### src/rtl/xip_pkg.sv
package xip_pkg;

    typedef enum logic [2:0] {
        PH_IDLE,
        PH_CMD,
        PH_OPT,
        PH_ADDR,
        PH_DUMMY,
        PH_DATA,
        PH_END
    } phase_e;

    typedef enum logic {
        CT_IDLE,
        CT_FILL
    } ctl_e;

endpackage

### src/rtl/xip_serial_seq.sv
module xip_serial_seq
    import xip_pkg::*;
#(
    parameter int WCW = 4
) (
    input  logic           clk,
    input  logic           rst_n,
    input  logic           start,
    input  logic [7:0]     cmd,
    input  logic           cmd_en,
    input  logic [7:0]     opt,
    input  logic           opt_en,
    input  logic           addr4,
    input  logic [4:0]     dummy,
    input  logic [31:0]    faddr,
    input  logic [WCW-1:0] n_words,
    output logic           cs_n,
    output logic           sclk,
    output logic           mosi,
    input  logic           miso,
    output logic           word_valid,
    output logic [31:0]    word_data,
    output logic           done
);

    typedef struct packed {
        phase_e         ph;
        logic           half;
        logic [5:0]     cnt;
        logic [31:0]    sh_out;
        logic [31:0]    sh_in;
        logic [WCW-1:0] left;
        logic [7:0]     opt;
        logic           opt_en;
        logic           addr4;
        logic [4:0]     dummy;
        logic [31:0]    faddr;
    } seq_t;

    seq_t q, d;

    // Move to phase p, skipping phases that are switched off, and load its shifter.
    function automatic seq_t enter(seq_t s, phase_e p);
        seq_t   r;
        phase_e t;
        r = s;
        t = p;
        if (t == PH_OPT && !s.opt_en)
            t = PH_ADDR;
        if (t == PH_DUMMY && s.dummy == 5'd0)
            t = PH_DATA;
        r.ph   = t;
        r.half = 1'b0;
        case (t)
            PH_OPT: begin
                r.sh_out = {s.opt, 24'd0};
                r.cnt    = 6'd8;
            end
            PH_ADDR: begin
                if (s.addr4) begin
                    r.sh_out = s.faddr;
                    r.cnt    = 6'd32;
                end else begin
                    r.sh_out = {s.faddr[23:0], 8'd0};
                    r.cnt    = 6'd24;
                end
            end
            PH_DUMMY: begin
                r.sh_out = '0;
                r.cnt    = {1'b0, s.dummy};
            end
            default: begin
                r.sh_out = '0;
                r.cnt    = 6'd32;
            end
        endcase
        return r;
    endfunction

    always_comb begin
        d          = q;
        word_valid = 1'b0;
        word_data  = '0;
        done       = 1'b0;
        case (q.ph)
            PH_IDLE: begin
                if (start) begin
                    d.left   = n_words;
                    d.opt    = opt;
                    d.opt_en = opt_en;
                    d.addr4  = addr4;
                    d.dummy  = dummy;
                    d.faddr  = faddr;
                    d.sh_in  = '0;
                    if (cmd_en) begin
                        d.ph     = PH_CMD;
                        d.half   = 1'b0;
                        d.sh_out = {cmd, 24'd0};
                        d.cnt    = 6'd8;
                    end else begin
                        d = enter(d, PH_OPT);
                    end
                end
            end
            PH_END: begin
                d.ph = PH_IDLE;
                done = 1'b1;
            end
            default: begin
                if (!q.half) begin
                    d.half = 1'b1;
                end else begin
                    d.half   = 1'b0;
                    d.sh_in  = {q.sh_in[30:0], miso};
                    d.sh_out = {q.sh_out[30:0], 1'b0};
                    d.cnt    = q.cnt - 6'd1;
                    if (q.cnt == 6'd1) begin
                        case (q.ph)
                            PH_CMD:   d = enter(d, PH_OPT);
                            PH_OPT:   d = enter(d, PH_ADDR);
                            PH_ADDR:  d = enter(d, PH_DUMMY);
                            PH_DUMMY: d = enter(d, PH_DATA);
                            default: begin
                                word_valid = 1'b1;
                                word_data  = {d.sh_in[7:0], d.sh_in[15:8],
                                              d.sh_in[23:16], d.sh_in[31:24]};
                                d.left     = q.left - 1'b1;
                                if (q.left == WCW'(1))
                                    d.ph = PH_END;
                                else
                                    d.cnt = 6'd32;
                            end
                        endcase
                    end
                end
            end
        endcase
    end

    always_ff @(posedge clk or negedge rst_n) begin
        if (!rst_n) begin
            q    <= '0;
            q.ph <= PH_IDLE;
        end else begin
            q <= d;
        end
    end

    assign cs_n = (q.ph == PH_IDLE) || (q.ph == PH_END);
    assign sclk = !cs_n && q.half;
    assign mosi = !cs_n && q.sh_out[31];

endmodule

### src/rtl/xip_line_cache.sv
module xip_line_cache #(
    parameter int LINE_WORDS = 8,
    parameter int TAG_W      = 21,
    localparam int IDX_W     = $clog2(LINE_WORDS)
) (
    input  logic             clk,
    input  logic             rst_n,
    input  logic             flush,
    input  logic             retag,
    input  logic [TAG_W-1:0] new_tag,
    input  logic             wr_en,
    input  logic [IDX_W-1:0] wr_idx,
    input  logic [31:0]      wr_data,
    input  logic [TAG_W-1:0] rd_tag,
    input  logic [IDX_W-1:0] rd_idx,
    output logic             hit,
    output logic [31:0]      rd_data
);

    typedef struct packed {
        logic [TAG_W-1:0]      tag;
        logic [LINE_WORDS-1:0] valid;
    } line_t;

    line_t q, d;
    logic [31:0] mem_q [LINE_WORDS];

    always_comb begin
        d = q;
        if (flush) begin
            d.valid = '0;
        end else if (retag && new_tag != q.tag) begin
            d.valid = '0;
            d.tag   = new_tag;
        end
        if (wr_en)
            d.valid[wr_idx] = 1'b1;
    end

    always_ff @(posedge clk or negedge rst_n) begin
        if (!rst_n)
            q <= '0;
        else
            q <= d;
    end

    for (genvar w = 0; w < LINE_WORDS; w++) begin : g_word
        always_ff @(posedge clk) begin
            if (wr_en && wr_idx == IDX_W'(w))
                mem_q[w] <= wr_data;
        end
    end

    assign hit     = q.valid[rd_idx] && (q.tag == rd_tag);
    assign rd_data = mem_q[rd_idx];

endmodule

### src/rtl/xip_read_engine.sv
module xip_read_engine
    import xip_pkg::*;
#(
    parameter int LINE_WORDS = 8,
    parameter int WIN_W      = 26,
    localparam int IDX_W     = $clog2(LINE_WORDS),
    localparam int TAG_W     = WIN_W - 2 - IDX_W,
    localparam int CNT_W     = IDX_W + 1
) (
    input  logic             clk,
    input  logic             rst_n,
    input  logic             cfg_mode,
    input  logic             cfg_flush,
    input  logic [7:0]       cfg_cmd,
    input  logic             cfg_cmd_en,
    input  logic [7:0]       cfg_opt,
    input  logic             cfg_opt_en,
    input  logic [2:0]       cfg_addr_code,
    input  logic [4:0]       cfg_dummy,
    input  logic [3:0]       cfg_ext,
    input  logic [4:0]       cfg_burst_m1,
    input  logic             cfg_burst_en,
    input  logic             req_valid,
    output logic             req_ready,
    input  logic [WIN_W-1:0] req_addr,
    output logic             rsp_valid,
    output logic [31:0]      rsp_data,
    output logic             flash_cs_n,
    output logic             flash_sclk,
    output logic             flash_mosi,
    input  logic             flash_miso
);

    typedef struct packed {
        ctl_e             st;
        logic [IDX_W-1:0] want;
        logic [IDX_W-1:0] widx;
        logic             pend;
        logic             rsp_v;
        logic [31:0]      rsp_d;
    } ctl_t;

    ctl_t q, d;

    logic [TAG_W-1:0] req_tag;
    logic [IDX_W-1:0] req_idx;
    logic [5:0]       burst;
    logic [CNT_W-1:0] room;
    logic [CNT_W-1:0] n_words;
    logic [31:0]      faddr;
    logic             seq_start, seq_done, word_valid;
    logic [31:0]      word_data;
    logic             c_flush, c_retag, c_hit;
    logic [31:0]      c_rd_data;
    logic             unused_lsb;

    assign req_tag    = req_addr[WIN_W-1:2+IDX_W];
    assign req_idx    = req_addr[2+IDX_W-1:2];
    assign unused_lsb = ^req_addr[1:0];
    assign burst      = cfg_burst_en ? (6'(cfg_burst_m1) + 6'd1) : 6'd1;
    assign room       = CNT_W'(LINE_WORDS) - CNT_W'(req_idx);
    assign n_words    = (7'(burst) < 7'(room)) ? CNT_W'(burst) : room;
    assign faddr      = {2'b00, cfg_ext, req_addr[WIN_W-1:2], 2'b00};
    assign req_ready  = (q.st == CT_IDLE) && !cfg_mode && !cfg_flush;

    always_comb begin
        d         = q;
        d.rsp_v   = 1'b0;
        seq_start = 1'b0;
        c_retag   = 1'b0;
        c_flush   = 1'b0;
        case (q.st)
            CT_IDLE: begin
                c_flush = cfg_flush;
                if (req_valid && req_ready) begin
                    if (c_hit) begin
                        d.rsp_v = 1'b1;
                        d.rsp_d = c_rd_data;
                    end else begin
                        seq_start = 1'b1;
                        c_retag   = 1'b1;
                        d.st      = CT_FILL;
                        d.want    = req_idx;
                        d.widx    = req_idx;
                        d.pend    = 1'b0;
                    end
                end
            end
            default: begin
                d.pend = q.pend | cfg_flush;
                if (word_valid) begin
                    d.widx = q.widx + 1'b1;
                    if (q.widx == q.want)
                        d.rsp_d = word_data;
                end
                if (seq_done) begin
                    c_flush = q.pend | cfg_flush;
                    d.pend  = 1'b0;
                    d.rsp_v = 1'b1;
                    d.st    = CT_IDLE;
                end
            end
        endcase
    end

    always_ff @(posedge clk or negedge rst_n) begin
        if (!rst_n) begin
            q    <= '0;
            q.st <= CT_IDLE;
        end else begin
            q <= d;
        end
    end

    assign rsp_valid = q.rsp_v;
    assign rsp_data  = q.rsp_d;

    xip_line_cache #(
        .LINE_WORDS(LINE_WORDS),
        .TAG_W     (TAG_W)
    ) line_i (
        .clk    (clk),
        .rst_n  (rst_n),
        .flush  (c_flush),
        .retag  (c_retag),
        .new_tag(req_tag),
        .wr_en  (word_valid),
        .wr_idx (q.widx),
        .wr_data(word_data),
        .rd_tag (req_tag),
        .rd_idx (req_idx),
        .hit    (c_hit),
        .rd_data(c_rd_data)
    );

    xip_serial_seq #(
        .WCW(CNT_W)
    ) seq_i (
        .clk       (clk),
        .rst_n     (rst_n),
        .start     (seq_start),
        .cmd       (cfg_cmd),
        .cmd_en    (cfg_cmd_en),
        .opt       (cfg_opt),
        .opt_en    (cfg_opt_en),
        .addr4     (cfg_addr_code >= 3'd3),
        .dummy     (cfg_dummy),
        .faddr     (faddr),
        .n_words   (n_words),
        .cs_n      (flash_cs_n),
        .sclk      (flash_sclk),
        .mosi      (flash_mosi),
        .miso      (flash_miso),
        .word_valid(word_valid),
        .word_data (word_data),
        .done      (seq_done)
    );

endmodule

### config.mk
export PLATFORM = sky130hd
export DESIGN_NAME = xip_read_engine
export DESIGN_NICKNAME = d
export VERILOG_FILES = /design/src/rtl/xip_pkg.sv /design/src/rtl/xip_serial_seq.sv /design/src/rtl/xip_line_cache.sv /design/src/rtl/xip_read_engine.sv
export SDC_FILE = /design/constraint.sdc
export NUM_CORES = 1
export LEC_CHECK = 0
export BUFFER_PORTS_ARGS = -buffer_cell sky130_fd_sc_hd__buf_2
export CORE_MARGIN = 5
export CORE_UTILIZATION = 55
export DETAILED_ROUTE_END_ITERATION = 8
export PLACE_DENSITY = 0.76
export SYNTH_ARGS = -nofsm -noshare
export SYNTH_HDL_FRONTEND = slang
export SYNTH_SLANG_ARGS = --single-unit
### constraint.sdc
create_clock -name clk -period 2.9 [get_ports clk]
set_clock_uncertainty 0.2 [all_clocks]
set_input_delay 0 -clock clk [delete_from_list [all_inputs] [get_ports clk]]
set_output_delay 0 -clock clk [all_outputs]
set_load 0.05 [all_outputs]
After elaboration in Yosys (flattened, before gate mapping)
Memory sizes are Yosys's and may differ from the RTL's.
Cells that the tools add are included.

storage, ports and cells
  output and inout bits = 37
  input port bits = 68
  bits in registers = 194
  memory bits (read-only) = 0
  memories = 1
  logic and storage cells = 233
  bits in writable memories = 256
  bits in latches = 0

cells by class
  order comparisons = 5
  div/mod/pow operators = 0
  $mul = 0
  equal/unequal tests = 33
  bitwise operators = 6
  add/subtract/negate cells = 5
  shift-type cells = 0
  reduce and logical (&&, ||, !) cells = 52
  mux-type cells = 112

memories
  memory        depth  bits a word  rd ports  clocked after memory_dff  write ports  RTL line              text
  line_i.mem_q  8      32           1         0                         1            xip_line_cache.sv:26  logic [31:0] mem_q [LINE_WORDS];

operators with widths
  cell                                                             count
  32-bit 2-to-1 mux                                                13
  38-bit case mux with 3 select lines                              3
  64-bit case mux with 4 select lines                              1
  125-bit 2-to-1 mux                                               2
  122-bit case mux with 2 select lines                             1
  32-bit OR reduction                                              7
  121-bit 2-to-1 mux                                               1
  3-bit 2-to-1 mux                                                 30
  38-bit 2-to-1 mux                                                2
  42-bit 2-to-1 mux                                                1
  1-bit 2-to-1 mux                                                 41
  41-bit 2-to-1 mux                                                1
  37-bit 2-to-1 mux                                                1
  3-bit == test, second input constant                             11
  33-bit 2-to-1 mux                                                1
  8-bit 2-to-1 mux                                                 4
  3-bit by 2-bit == test with 1-bit output, second input constant  10
  6-bit case mux with 4 select lines                               1
  21-bit == test                                                   1
  21-bit inequality test                                           1
  1-bit logical AND                                                18
  6-bit 2-to-1 mux                                                 2
  3-bit case mux with 4 select lines                               1
  3-bit AND reduction                                              4
  other kinds (35)                                                 55

Longest topological paths before layout
  depth in word-level cells = 19
  depth in mapped cells = 13
  gate-level depth less buffers = 10

By module
A second synthesis with hierarchy kept.

second synthesis, totals
  cells, all modules = 1,338
  area, all modules = 20,487.1 um^2

modules (own cells, without submodules)
  module           sequential area each (um^2)  cells an instance  area an instance (um^2)  times used
  xip_line_cache   8,413.1                      516                11,355.9                 1
  xip_serial_seq   3,103.0                      606                6,632.6                  1
  xip_read_engine  1,026.0                      216                2,498.6                  1

Worst setup path before layout
OpenSTA, ideal clock, no wires.

  path kind = reg-to-reg
  from = reg q[40] (netlist name)
  to = reg seq_i.q[34] (netlist name)
  required time = 2.575 ns
  arrival time = 3.105 ns
  cell stages (with the launch flop) = 9
  library setup time = 0.125 ns
  path buffers = 3
  path slack = -0.530 ns
  clock period less this slack = 3.430 ns
  cells stage by stage = dfrtp_1 clkbuf_1 nor3_1 nand2_1 a31o_2 buf_2 nor2_4 buf_4 mux2_2

between the ends
  longest elaborated chain between the ends = 7

ends and longest elaborated chain
  element                               RTL line               text
  start, declared                       xip_read_engine.sv:43  ctl_t q, d;
  1-bit NOT (no source line)            --
  1-bit logical AND (2 in series)       xip_read_engine.sv:64  assign req_ready = (q.st == CT_IDLE) && !cfg_mode && !cfg_flush;
  via req_ready                         xip_read_engine.sv:24  output logic req_ready,
  1-bit logical AND                     xip_read_engine.sv:75  if (req_valid && req_ready) begin
  1-bit 2-to-1 mux                      xip_read_engine.sv:75
  1-bit 2-to-1 mux                      xip_read_engine.sv:72  case (q.st)
  3-bit AND reduction (no source line)  --
  end, declared                         xip_serial_seq.sv:40   seq_t q, d;

The timed path passes the listed nets, and every way through them passes these cells.
A chain may end at the register's enable or synchronous reset.

Worst setup path in the final report
  from = reg seq_i.q[124] (netlist name)
  to = out flash_sclk

between the ends
  longest elaborated chain between the ends = 4
  elaborated cells on any way between the ends = 5
  classes of those cells = eq/ne (1); reduce/logical (4)

ends and longest elaborated chain
  element                                           RTL line               text
  3-bit == test or 3-bit zero test (tied branches)  xip_serial_seq.sv:149  assign cs_n = (q.ph == PH_IDLE) || (q.ph == PH_END);
  1-bit logical OR *                                xip_serial_seq.sv:149
  1-bit zero test *                                 xip_serial_seq.sv:150  assign sclk = !cs_n && q.half;
  1-bit logical AND *                               xip_serial_seq.sv:150
  end, declared                                     xip_read_engine.sv:29  output logic flash_sclk,

Every way passes the cells marked *; elsewhere a longest branch is shown, timed or not.

==> flow_metrics.tcl <==
set metrics [dict create \
    status "finished, final reports clean" \
    finalPower_mw 17.7 \
    min_from "cfg_ext[3]" \
    num_rows 69 \
    fp.dieW_microns 201 \
    core_sq_mm 0.0357 \
    cts_max_level 2 \
    worstSetupStartpoint "seq_i.q[124]" \
    vias 12541 \
    synthTopCellsByArea "edfxtp_1, dfrtp_1, mux4_2" \
    cp-start-kind "flip-flop" \
    grt_start_max_net_pins 77 \
    synth_top_area_cell "edfxtp_1" \
    final_layout_size_suffix_gt1_share_pct 26.7 \
    grt_setup_unrepaired "no" \
    cp-end-kind "output port" \
    fin_cells 2036 \
    max-slew-margin-rel_pct 32.6 \
    worstPathMaxFanout 38 \
    synth.distinct_cells 72 \
    clk_latency_ns 0.58 \
    p_leak_nw 10.0 \
    initial_utilization_pct 55.9 \
    setup_viol 0 \
    dp_slack_ns 0.0341 \
    netlist_instances 1381 \
    power_density_mw_per_mm2 755 \
    worst_ep_required_time_ns 2.70 \
    dr.pass1.iters 5 \
    slew_viol_final 0 \
    layout.nets 1620 \
    antenna_found_initial 1 \
    ys_seq_area_share_pct 62.3 \
    synth-seq-cells 446 \
    synth.net_count 1464 \
    clk_pin_slew_ns 0.06 \
    yosysWarnings 0 \
    cts_buffers 45 \
    worstMarginPinSlew_ns 1.01 \
    synth-edff-count 256 \
    dieHeight_microns 201 \
    irDropWorstVdd_mv 0.533 \
    synth_top_cell_area_share_pct 38.5 \
    gp_congestion 0.859 \
    vias_per_cell 6.16 \
    hold_class "input pin to flip-flop" \
    port_buffers 102 \
    io_pins 105 \
    die_area_sq_mm 0.0402 \
    max_cap_violations 0 \
    layout_min_cycle_time_ns 2.79 \
    setup_slack_ns 0.109 \
    drtIter0Drc 1102 \
    syn2layout_area_growth_pct 17.1 \
    postSynthAreaPerCell_sq_um 14.5 \
    dominantRegCellSynth "edfxtp_1" \
    fmax_mhz 358 \
    async_flop_share_pct 42.6 \
    worstReg2RegStart "seq_i.q[118]" \
    clock-sinks 446 \
    dp_cells 1876 \
    dp_hpwl_microns 27600 \
    root_buffer "clkbuf_16" \
    track_usage_pct 23.3 \
    clockBufferDepth 3 \
    syn_area_sq_mm 0.0200 \
    drt_wl_total_microns 47400 \
    setup_tns_ns 0 \
    grt_pass1_vias 12898 \
    ant_nets 0 \
    tritoncts "yes" \
    route.detailed.drc 0 \
    grt.overflow.total 0 \
    criticalPathCategory "flip-flop to output port" \
    wl_per_cell_microns 23.3 \
    worstPathArrival_ns 2.59 \
    grt_pass1_wl_microns 75000 \
    post-route-period-util_pct 96.2 \
    finalHoldViolCount 0 \
    post_cts_buffers 0 \
]
[worst max-delay path: stages, from the launching register on]
cell and delay (ns):
dfrtp_1 0.41, buf_4 0.23, xor2_1 0.33, o21ai_4 0.08
inv_1 0.12, buf_4 0.45, buf_2 0.37
[worst paths after layout]
check                          endpoint  slack (ns)  cells after the start
hold reg to reg             seq_i.q[83]        0.30                      1
max in group asynchronous  seq_i.q[120]        1.25                      4
min in group asynchronous   seq_i.q[50]        0.37                      3
hold / removal              seq_i.q[29]        0.02                      3
setup reg to reg            rsp_data[8]        0.18                      7
setup / recovery             flash_sclk        0.11                      6
[sequential cells by signal, indices dropped and copies added, names as in the netlist]
name / count
line_i.mem_q: 256
q: 8
rsp_valid: 1
rsp_data: 32
seq_i.q: 120
line_i.q: 29
[where the power goes]
group	internal, mW	switching (mW)
clock	3.53	2.45
sequential	7.33	0.620
combinational	1.65	2.08
total	12.5	5.15
[metal layers]
layer  global-route usage, %  vias up  routed length, microns
met5                       0        -                       0
met4                    5.70        0                    1080
met3                    3.89       88                    3060
met2                    37.1      439                   22900
met1                    34.2     6486                   20300
li1                        -     5528                       -
[layout by cell type (no fill, tap or decap), types with 4 or more instances in the layout]
cell type,instances
a21o_1,4
a21oi_1,26
a221o_1,6
a22o_1,4
a2bb2oi_1,48
a31oi_1,5
a32o_1,4
and2_1,36
and3_2,6
buf_12,13
buf_2,100
buf_4,44
bufinv_16,4
clkbuf_1,11
clkbuf_16,45
clkbuf_8,12
clkinv_1,5
clkinv_2,4
dfrtp_1,190
dlygate4sd3_1,74
edfxtp_1,256
ha_1,15
inv_1,16
mux2_2,93
mux2i_1,73
mux4_2,66
nand2_1,131
nand2b_1,4
nand3_1,6
nand4_1,6
nor2_1,27
nor3_1,10
o211ai_1,6
o21a_1,29
o21ai_0,67
o221a_2,5
o22ai_1,15
o2bb2ai_1,7
xnor2_1,23
xor2_1,9
[through the flow]
step                instance area (sq um)  util, %  hold slack [ns]
finish                              23400     65.4           0.0229
detailed placement                  21100     59.0           -0.126
CTS                                 23400     65.4          0.00841
global placement                    21100     59.0           -0.127
floorplan                           20000        -           -0.496
global route                        23400     65.4           0.0242
[area by class of cell]
type / instances / area (sq um)
Multi-Input combinational cell: 796 / 6910
Tap cell: 461 / 577
Clock inverter: 17 / 226
Fill cell: 2472 / 12400
Clock buffer: 67 / 1320
Antenna cell: 1 / 2.50
Inverter: 16 / 60.1
Timing Repair Buffer: 232 / 1850
Sequential cell: 446 / 12400
[what timing repair did]
item	in CTS	in global routing
hold buffers	74	0
setup endpoints to repair	0	5
hold endpoints to repair	308	0
resized for setup	0	2
[Yosys cell counts, types with 16 or more instances]
cell type	count
nor2_1	27
o21a_1	29
and2_1	38
mux4_2	66
mux2i_1	73
nand2_1	131
clkbuf_1	58
a21oi_1	27
a2bb2oi_1	48
mux2_2	93
buf_2	20
inv_1	16
xnor2_1	23
dfrtp_1	190
o21ai_0	68
buf_4	36
edfxtp_1	256
[cells by family after synthesis]
kind of cell / Yosys count / synth area share, %
compound gates: 260 / 9.26
xor+xnor: 32 / 1.40
fa+ha+maj: 15 / 0.940
buf+inv: 140 / 3.52
flops: 446 / 62.3
mux: 232 / 16.4
simple gates: 256 / 6.21
(Power assumes the default switching activity.)
